[config.mk]
export PLATFORM = sky130hd
export DESIGN_NAME = word_byte_bus_seq
export DESIGN_NICKNAME = d
export VERILOG_FILES = /design/src/rtl/wbs_pkg.sv /design/src/rtl/wbs_win_decode.sv /design/src/rtl/wbs_seq_core.sv /design/src/rtl/word_byte_bus_seq.sv
export SDC_FILE = /design/constraint.sdc
export NUM_CORES = 1
export LEC_CHECK = 0
export BUFFER_PORTS_ARGS = -buffer_cell sky130_fd_sc_hd__buf_2
export CAP_MARGIN = 40
export CORE_UTILIZATION = 40
export CTS_CLUSTER_DIAMETER = 150
export DETAILED_ROUTE_END_ITERATION = 6
export PLACE_DENSITY = 0.7
export SLEW_MARGIN = 10
export SYNTH_ARGS = -nofsm -noshare
export SYNTH_HDL_FRONTEND = slang
export SYNTH_SLANG_ARGS = --single-unit
[constraint.sdc]
create_clock -name clk -period 1.9 [get_ports clk]
set_input_delay 0.19 -clock clk [delete_from_list [all_inputs] [get_ports clk]]
set_output_delay 0.19 -clock clk [all_outputs]
set_load 0.1 [all_outputs]
[src/rtl/wbs_pkg.sv]
package wbs_pkg;
    localparam int ADDR_W = 16;
    localparam int WORD_W = 16;
    localparam int BYTE_W = 8;

    typedef enum logic [1:0] {
        ST_IDLE,
        ST_INT,
        ST_EXT
    } seq_state_e;
endpackage

[src/rtl/wbs_win_decode.sv]
module wbs_win_decode #(
    parameter int AW      = wbs_pkg::ADDR_W,
    parameter int NUM_WIN = 2,
    parameter logic [NUM_WIN*AW-1:0] WIN_LO = {16'hFFFC, 16'hF000},
    parameter logic [NUM_WIN*AW-1:0] WIN_HI = {16'hFFFF, 16'hF0FB}
) (
    input  logic [AW-1:0] addr,
    output logic          in_win
);
    logic [NUM_WIN-1:0] hit;

    for (genvar g = 0; g < NUM_WIN; g++) begin : g_win
        assign hit[g] = (addr >= WIN_LO[g*AW +: AW]) && (addr <= WIN_HI[g*AW +: AW]);
    end

    assign in_win = |hit;
endmodule

[src/rtl/wbs_seq_core.sv]
module wbs_seq_core
    import wbs_pkg::*;
#(
    parameter int AW = ADDR_W,
    parameter int DW = WORD_W,
    parameter int BW = BYTE_W
) (
    input  logic          clk,
    input  logic          rst_n,
    input  logic          req_valid,
    input  logic [AW-1:0] req_addr,
    input  logic          req_word,
    input  logic          req_write,
    input  logic [DW-1:0] req_wdata,
    input  logic          req_internal,
    output logic          rsp_done,
    output logic [DW-1:0] rsp_rdata,
    output logic          int_en,
    output logic          int_we,
    output logic [DW/BW-1:0] int_be,
    output logic [AW-1:0] int_addr,
    output logic [DW-1:0] int_wdata,
    input  logic [DW-1:0] int_rdata,
    output logic          ext_en,
    output logic          ext_wr,
    output logic [AW-1:0] ext_addr,
    output logic [BW-1:0] ext_wdata,
    input  logic [BW-1:0] ext_rdata,
    input  logic          ext_ready
);
    localparam int NLANE  = DW / BW;
    localparam int LANE_W = (NLANE > 1) ? $clog2(NLANE) : 1;
    localparam logic [LANE_W-1:0] LAST_BEAT = LANE_W'(NLANE - 1);

    typedef struct packed {
        seq_state_e        st;
        logic [AW-1:0]     addr;
        logic [DW-1:0]     wdata;
        logic              word;
        logic              write;
        logic [LANE_W-1:0] beat;
        logic [DW-1:0]     rdata;
        logic              done;
    } seq_regs_t;

    seq_regs_t q, d;
    logic [AW-1:0]     bus_addr;
    logic [LANE_W-1:0] lane_idx;

    // even byte offset maps to the most significant lane
    assign bus_addr = {q.addr[AW-1:LANE_W], q.addr[LANE_W-1:0] | q.beat};
    assign lane_idx = LAST_BEAT - bus_addr[LANE_W-1:0];

    always_comb begin
        d      = q;
        d.done = 1'b0;
        unique case (q.st)
            ST_IDLE: begin
                if (req_valid) begin
                    d.addr  = req_addr;
                    d.word  = req_word;
                    d.write = req_write;
                    d.wdata = req_wdata;
                    d.beat  = '0;
                    d.st    = req_internal ? ST_INT : ST_EXT;
                end
            end
            ST_INT: begin
                if (!q.write) begin
                    for (int l = 0; l < NLANE; l++) begin
                        if (q.word || (LANE_W'(l) == lane_idx)) begin
                            d.rdata[l*BW +: BW] = int_rdata[l*BW +: BW];
                        end
                    end
                end
                d.done = 1'b1;
                d.st   = ST_IDLE;
            end
            ST_EXT: begin
                if (ext_ready) begin
                    if (!q.write) begin
                        for (int l = 0; l < NLANE; l++) begin
                            if (LANE_W'(l) == lane_idx) begin
                                d.rdata[l*BW +: BW] = ext_rdata;
                            end
                        end
                    end
                    if (!q.word || (q.beat == LAST_BEAT)) begin
                        d.done = 1'b1;
                        d.st   = ST_IDLE;
                    end else begin
                        d.beat = q.beat + 1'b1;
                    end
                end
            end
            default: d.st = ST_IDLE;
        endcase
    end

    always_ff @(posedge clk or negedge rst_n) begin
        if (!rst_n) begin
            q <= '{st: ST_IDLE, default: '0};
        end else begin
            q <= d;
        end
    end

    always_comb begin
        ext_wdata = '0;
        for (int l = 0; l < NLANE; l++) begin
            if (LANE_W'(l) == lane_idx) begin
                ext_wdata = q.wdata[l*BW +: BW];
            end
        end
        for (int l = 0; l < NLANE; l++) begin
            int_be[l] = q.word || (LANE_W'(l) == lane_idx);
        end
    end

    assign int_en    = (q.st == ST_INT);
    assign int_we    = q.write;
    assign int_addr  = bus_addr;
    assign int_wdata = q.wdata;
    assign ext_en    = (q.st == ST_EXT);
    assign ext_wr    = ext_en && q.write;
    assign ext_addr  = bus_addr;
    assign rsp_done  = q.done;
    assign rsp_rdata = q.rdata;

    assert_done_pulse_R8: assert property (@(posedge clk) disable iff (!rst_n)
        rsp_done |=> !rsp_done);

    assert_int_single_R2: assert property (@(posedge clk) disable iff (!rst_n)
        int_en |=> (!int_en && rsp_done));

    assert_port_exclusive_R1: assert property (@(posedge clk) disable iff (!rst_n)
        !(int_en && ext_en));

    assert_hold_on_wait_R5: assert property (@(posedge clk) disable iff (!rst_n)
        (ext_en && !ext_ready) |=>
            (ext_en && $stable(ext_addr) && $stable(ext_wdata) && $stable(ext_wr)));

    assert_odd_follows_R4: assert property (@(posedge clk) disable iff (!rst_n)
        (ext_en && ext_ready && q.word && (q.beat != LAST_BEAT)) |=>
            (ext_en && (ext_addr == AW'($past(ext_addr) + 1'b1))));
endmodule

[src/rtl/word_byte_bus_seq.sv]
module word_byte_bus_seq
    import wbs_pkg::*;
#(
    parameter int AW = ADDR_W,
    parameter int DW = WORD_W,
    parameter int BW = BYTE_W
) (
    input  logic          clk,
    input  logic          rst_n,
    input  logic          req_valid,
    input  logic [AW-1:0] req_addr,
    input  logic          req_word,
    input  logic          req_write,
    input  logic [DW-1:0] req_wdata,
    output logic          rsp_done,
    output logic [DW-1:0] rsp_rdata,
    output logic          int_en,
    output logic          int_we,
    output logic [DW/BW-1:0] int_be,
    output logic [AW-1:0] int_addr,
    output logic [DW-1:0] int_wdata,
    input  logic [DW-1:0] int_rdata,
    output logic          ext_en,
    output logic          ext_wr,
    output logic [AW-1:0] ext_addr,
    output logic [BW-1:0] ext_wdata,
    input  logic [BW-1:0] ext_rdata,
    input  logic          ext_ready
);
    localparam int NLANE  = DW / BW;
    localparam int LANE_W = (NLANE > 1) ? $clog2(NLANE) : 1;

    logic [AW-1:0] eff_addr;
    logic          in_win;

    // word requests are aligned before decode and split
    assign eff_addr = req_word ? {req_addr[AW-1:LANE_W], {LANE_W{1'b0}}} : req_addr;

    wbs_win_decode #(.AW(AW)) u_decode (
        .addr   (eff_addr),
        .in_win (in_win)
    );

    wbs_seq_core #(.AW(AW), .DW(DW), .BW(BW)) u_core (
        .clk          (clk),
        .rst_n        (rst_n),
        .req_valid    (req_valid),
        .req_addr     (eff_addr),
        .req_word     (req_word),
        .req_write    (req_write),
        .req_wdata    (req_wdata),
        .req_internal (in_win),
        .rsp_done     (rsp_done),
        .rsp_rdata    (rsp_rdata),
        .int_en       (int_en),
        .int_we       (int_we),
        .int_be       (int_be),
        .int_addr     (int_addr),
        .int_wdata    (int_wdata),
        .int_rdata    (int_rdata),
        .ext_en       (ext_en),
        .ext_wr       (ext_wr),
        .ext_addr     (ext_addr),
        .ext_wdata    (ext_wdata),
        .ext_rdata    (ext_rdata),
        .ext_ready    (ext_ready)
    );
endmodule

# Yosys cells after proc, flatten, opt, wreduce, memory -nomap -nowiden
# Cells that the tools add are included.
# word_totals
ff_bits	54
input_bits	62
out_inout_bits	79
elab_cells	63
# op_classes
n_addsub	2
magnitude_cmp	4
n_eq_ne	12
muxes	18
bitwise	2
n_reduce_logical	16
# op_table
cell	count
$mux 8	5
$mux 37	1
$pmux 17 s2	1
$ge 16x16->1 const B	2
$le 16x16->1 const B	2
$mux 16	2
$mux 18	1
$ne 2x2->1 const B	8
$reduce_and 6->1	2
$mux 2	3
$ne 2x1->1 const B	2
$pmux 2 s2	1
$reduce_and 4->1	1
$reduce_bool 2->1	2
$logic_and 1x1->1	3
$logic_or 1x1->1	3
$mux 1	3
$reduce_and 3->1	1
$eq 2x1->1 const B	1
$eq 2x2->1 const B	1
$logic_not 2->1	1
$pmux 1 s2	1
$reduce_and 2->1	1
$reduce_or 2->1	1
other kinds (5)	5

# Longest topological paths before layout
# depth
depth_word	7
mapped_depth	7

# Hierarchy
# From an unflattened synthesis, not the netlist that was laid out.
# hier_totals
hier_cells	250
area_unflattened_um2	3064.2
# by_module_without_submodules
mod	n_inst	cells_per_inst	area_each_um2	seq_area_each_um2
wbs_seq_core	1	241	3005.4	1351.3
wbs_win_decode	1	8	45.0	0.0
word_byte_bus_seq	1	1	13.8	0.0

# Worst setup path before layout
# Ideal clock, no wire load.
# synth_path
path_kind	reg-to-reg
from	register u_core.q[53] in the netlist's numbering
to	register u_core.q, in the netlist u_core.rsp_rdata[10]
setup_time_ns	0.128
arrival_time_ns	2.424
slack_ns	-0.652
path_stages_with_launch	8
path_cell_list	dfrtp_1 > inv_1 > ha_1 > buf_2 > and2b_1 > o21ai_1 > a21oi_4 > mux2_1
# synth_via
elab_chain_cells	3
word_cells_on_any_way	10
classes_between	eq/ne (7); mux (1); reduce/logical (2)
# synth_rtl
element	line	rtl
start: declaration	wbs_seq_core.sv:46	seq_regs_t q, d;
start signal: assignment	wbs_seq_core.sv:102	q <= '{st: ST_IDLE, default: '0};
start signal: assignment	wbs_seq_core.sv:104	q <= d;
$eq 2x1->1 *	n/a	
via int_en	word_byte_bus_seq.sv:17	output logic int_en,
$ne 2x1->1 (no line) (tied with other cells)	n/a	
$reduce_and 6->1 (no line)	n/a	
# Mark *: on every way through the listed nets, which the timed path passes. The rest lies on a longest branch.
# A chain may end at the register's enable or synchronous reset.

# Worst setup path after layout
# layout_path
from	register u_core.q[17] in the netlist's numbering
to	output port ext_wdata[5]
# layout_via
elab_chain_cells	3
# layout_rtl
element	line	rtl
$or 1x1->1	wbs_seq_core.sv:51	assign bus_addr = {q.addr[AW-1:LANE_W], q.addr[LANE_W-1:0] | q.beat};
$sub 1x1->1	wbs_seq_core.sv:52	assign lane_idx = LAST_BEAT - bus_addr[LANE_W-1:0];
$mux 8	wbs_seq_core.sv:111	if (LANE_W'(l) == lane_idx) begin
end: declaration	word_byte_bus_seq.sv:26	output logic [BW-1:0] ext_wdata,
# Every way passes these cells.

==> impl_results.md <==
* Yosys reg bits at 54
* Ys flop type: dfrtp_1
* Port Buffers at 140
* First-pass GRT wire length at roughly 9 mm
* Final hold vios at 0
* 1st-pass router iterations at 3
* Endpoints failing setup at 0
* Post-route ant nets at 0
* Proportion of layout cells with a drive suffix above 1 at 0.611
* FF+latch area at roughly 1400 um^2
* Most used cell, CP: buf_12
* Final Critical Period at approximately 1800 ps
* Status: finished, final reports clean
* Residual DRC at 0
* Die W at between 80 and 90 um
* Clock sink total at 54
* CP max stage delay at ~430 ps
* Utilization after layout at 0.509
* Post-synth EDFFs at 0
* Fin nets at around 420
* Number of H-tree levels at 2
* Cell family with the largest share of critical-path delay: buffers and inverters
* Critical-path cell list: nor2_4 > buf_12 > inv_2 > mux2_2 > buf_12
* Post-Syn Area at 3050 um^2
* Worst clock skew at 4.95 ps
* Multi-input gate area at between 1000 and 1500 um^2
* Synth-to-layout area growth at 21.8%
* CP Launch Type: flip-flop
* CTS tree: done
* Final Max Tran Viols at 0
* Clock Tree Root: clkbuf_8
* Buffers and inverters on the worst path at 3
* Total CTS buffers at 5
* Initial core utilization at 0.418
* Syn Nets at between 300 and 400
* Row cnt at 31
* Avg Vias per Cell at 4.64
* Number of diodes at 0
* Die area at 7970 um^2
* Worst EP required at between 1500 and 2000 ps
* Post-DP HPWL at 4.84 mm
* Aggregate routed wire length at 6.22 mm
* Cell variety after synth at 31
* Unrepaired setup endpoints after global routing: true
* Pin count of the biggest net entering global routing at 29
* Post-synth top area cell: dfrtp_1
* Fillers at 720
* R2R setup slack at approximately 130 ps
* Routability congestion estimate at 0.748
* Worst min-delay path category: primary input to flip-flop
* Critical Path Slowest Stage Cell: dfrtp_2
* Crit. End Element: output pin
* Total track usage at 0.156
* Top Ports at 141
* Slew HR at 0.554
* Fin Hold WS at 88.7 ps
* Critical path fanouts, max at 7
* Ys Warns at 0
* Mapped Avg Cell Area at 11.5 um^2
* Worst EP arrival at 1640 ps
* Fmax at 0.545 GHz
* Core ar. at 7290 um^2
* Die Ht at 89.3 um
* Vias in the first global route at ~2000
* Top cell type's share of synthesized area at 0.444
* Clock transition at the registers of the reported paths at 100 ps
* Total grt overflow at 0
* Starting DRT DRC Count at 40
* Clk_lat worst skew at roughly 300 ps
* Register area share after synthesis at 0.444
* Setup CP Type: flip-flop to output pin
* Ranking of synthesized cells by area: dfrtp_1 44%, buf_4 16%, mux2_2 13%
* Slew @ Worst Pin at 669 ps
* Cells after Synth at 264
* Initial antenna violation count at 0
* Wire per inst at about 14 um
* Setup TNS at 0 ps
* Asr flop ratio synth at 1.00
* Max clock buf depth at 2
* Via Count at 2106
* Max-cap violations at 0
* Crit share post-route at 0.965
==> routing by layer <==
layer  vias to the layer above  part of all wire  track usage
met5                         -                 0            0
met4                         0             0.010       0.0476
met3                         6             0.067       0.0425
met2                        82              0.49        0.273
met1                      1003              0.43        0.187
li1                       1015                 -            -
==> path summary, 6_finish.rpt <==
check / startpoint / depth (start not counted) / end
max: u_core.q[17] / 5 / ext_wdata[5]
min: req_wdata[2] / 2 / u_core.int_wdata[2]
max reg2reg: u_core.q[52] / 6 / u_core.rsp_rdata[12]
min reg2reg: u_core.rsp_rdata[15] / 1 / u_core.rsp_rdata[15]
max in group asynchronous: rst_n / 3 / u_core.q[17]
min in group asynchronous: rst_n / 2 / u_core.ext_addr[9]
==> through the flow <==
stage | setup slack (ps) | instances | instance area [um^2]
floorplan | -52.3 | 264 | 3090
global placement | 171 | 438 | 3510
detailed placement | 74.5 | 438 | 3510
CTS | 48.9 | 450 | 3680
global route | -5.13 | 454 | 3710
finish | 66.2 | 454 | 3710
==> flip-flops by register name, indices dropped and copies added, names as in the netlist <==
register          flops
u_core.int_wdata     16
u_core.rsp_rdata     16
u_core.ext_addr      15
u_core.q              5
u_core.int_we         1
u_core.rsp_done       1
==> synth_stat cells (3+ instances only) <==
cell type	count
dfrtp_1	54
mux2_4	8
mux2_2	34
a21oi_1	3
nand2_1	28
a21boi_0	16
inv_1	4
buf_2	5
nand4_1	3
mux2_1	15
buf_4	63
o21ai_0	3
ha_1	3
==> final cells by class <==
type	instances	share of cell area
Multi-Input combinational cell	135	0.325
Inverter	5	0.00506
Sequential cell	54	0.365
Clock buffer	5	0.0186
Clock inverter	3	0.0108
Tap cell	99	0.0334
Timing Repair Buffer	153	0.242
==> kinds of logic (layout without fill, tap and decap cells) <==
family | count (synthesis) | after routing | synth area share
adder cells (fa/ha/maj) | 3 | 3 | 0.0123
AND/OR/NAND/NOR | 44 | 44 | 0.0723
AO/OA/AOI/OAI | 30 | 30 | 0.0756
buffers and inverters | 75 | 166 | 0.172
multiplexers | 58 | 58 | 0.224
flip-flops | 54 | 54 | 0.444
==> repair_timing <==
item                       CTS  global route
pin swaps                    1             2
setup endpoints to repair    8             5
hold buffers                 1             0
setup buffers                3             4
gates resized for setup      5             1
hold endpoints to repair    26             0
==> placed cells by master (no fill, tap or decap), drive strengths merged <==
master       synthesis  final
buf                 68    151
mux2                57     57
dfrtp               54     54
nand2               28     28
a21boi              16     16
clkbuf               2      6
inv                  5      5
o21ai                5      5
a21oi                4      4
nand4                3      3
ha                   3      3
nor2                 2      2
nor2b                2      2
nand2b               2      2
o2bb2ai              2      2
clkinv               0      2
and2                 2      2
or3                  2      2
o21a                 1      1
nand3                1      1
nor4                 1      1
and2b                1      1
a22oi                1      1
mux2i                1      1
a21o                 1      1
bufinv               0      1
dlygate4sd3          0      1
Power is not shown: default switching activity piles up to over one toggle a cycle in this logic, so the estimate is an artifact.
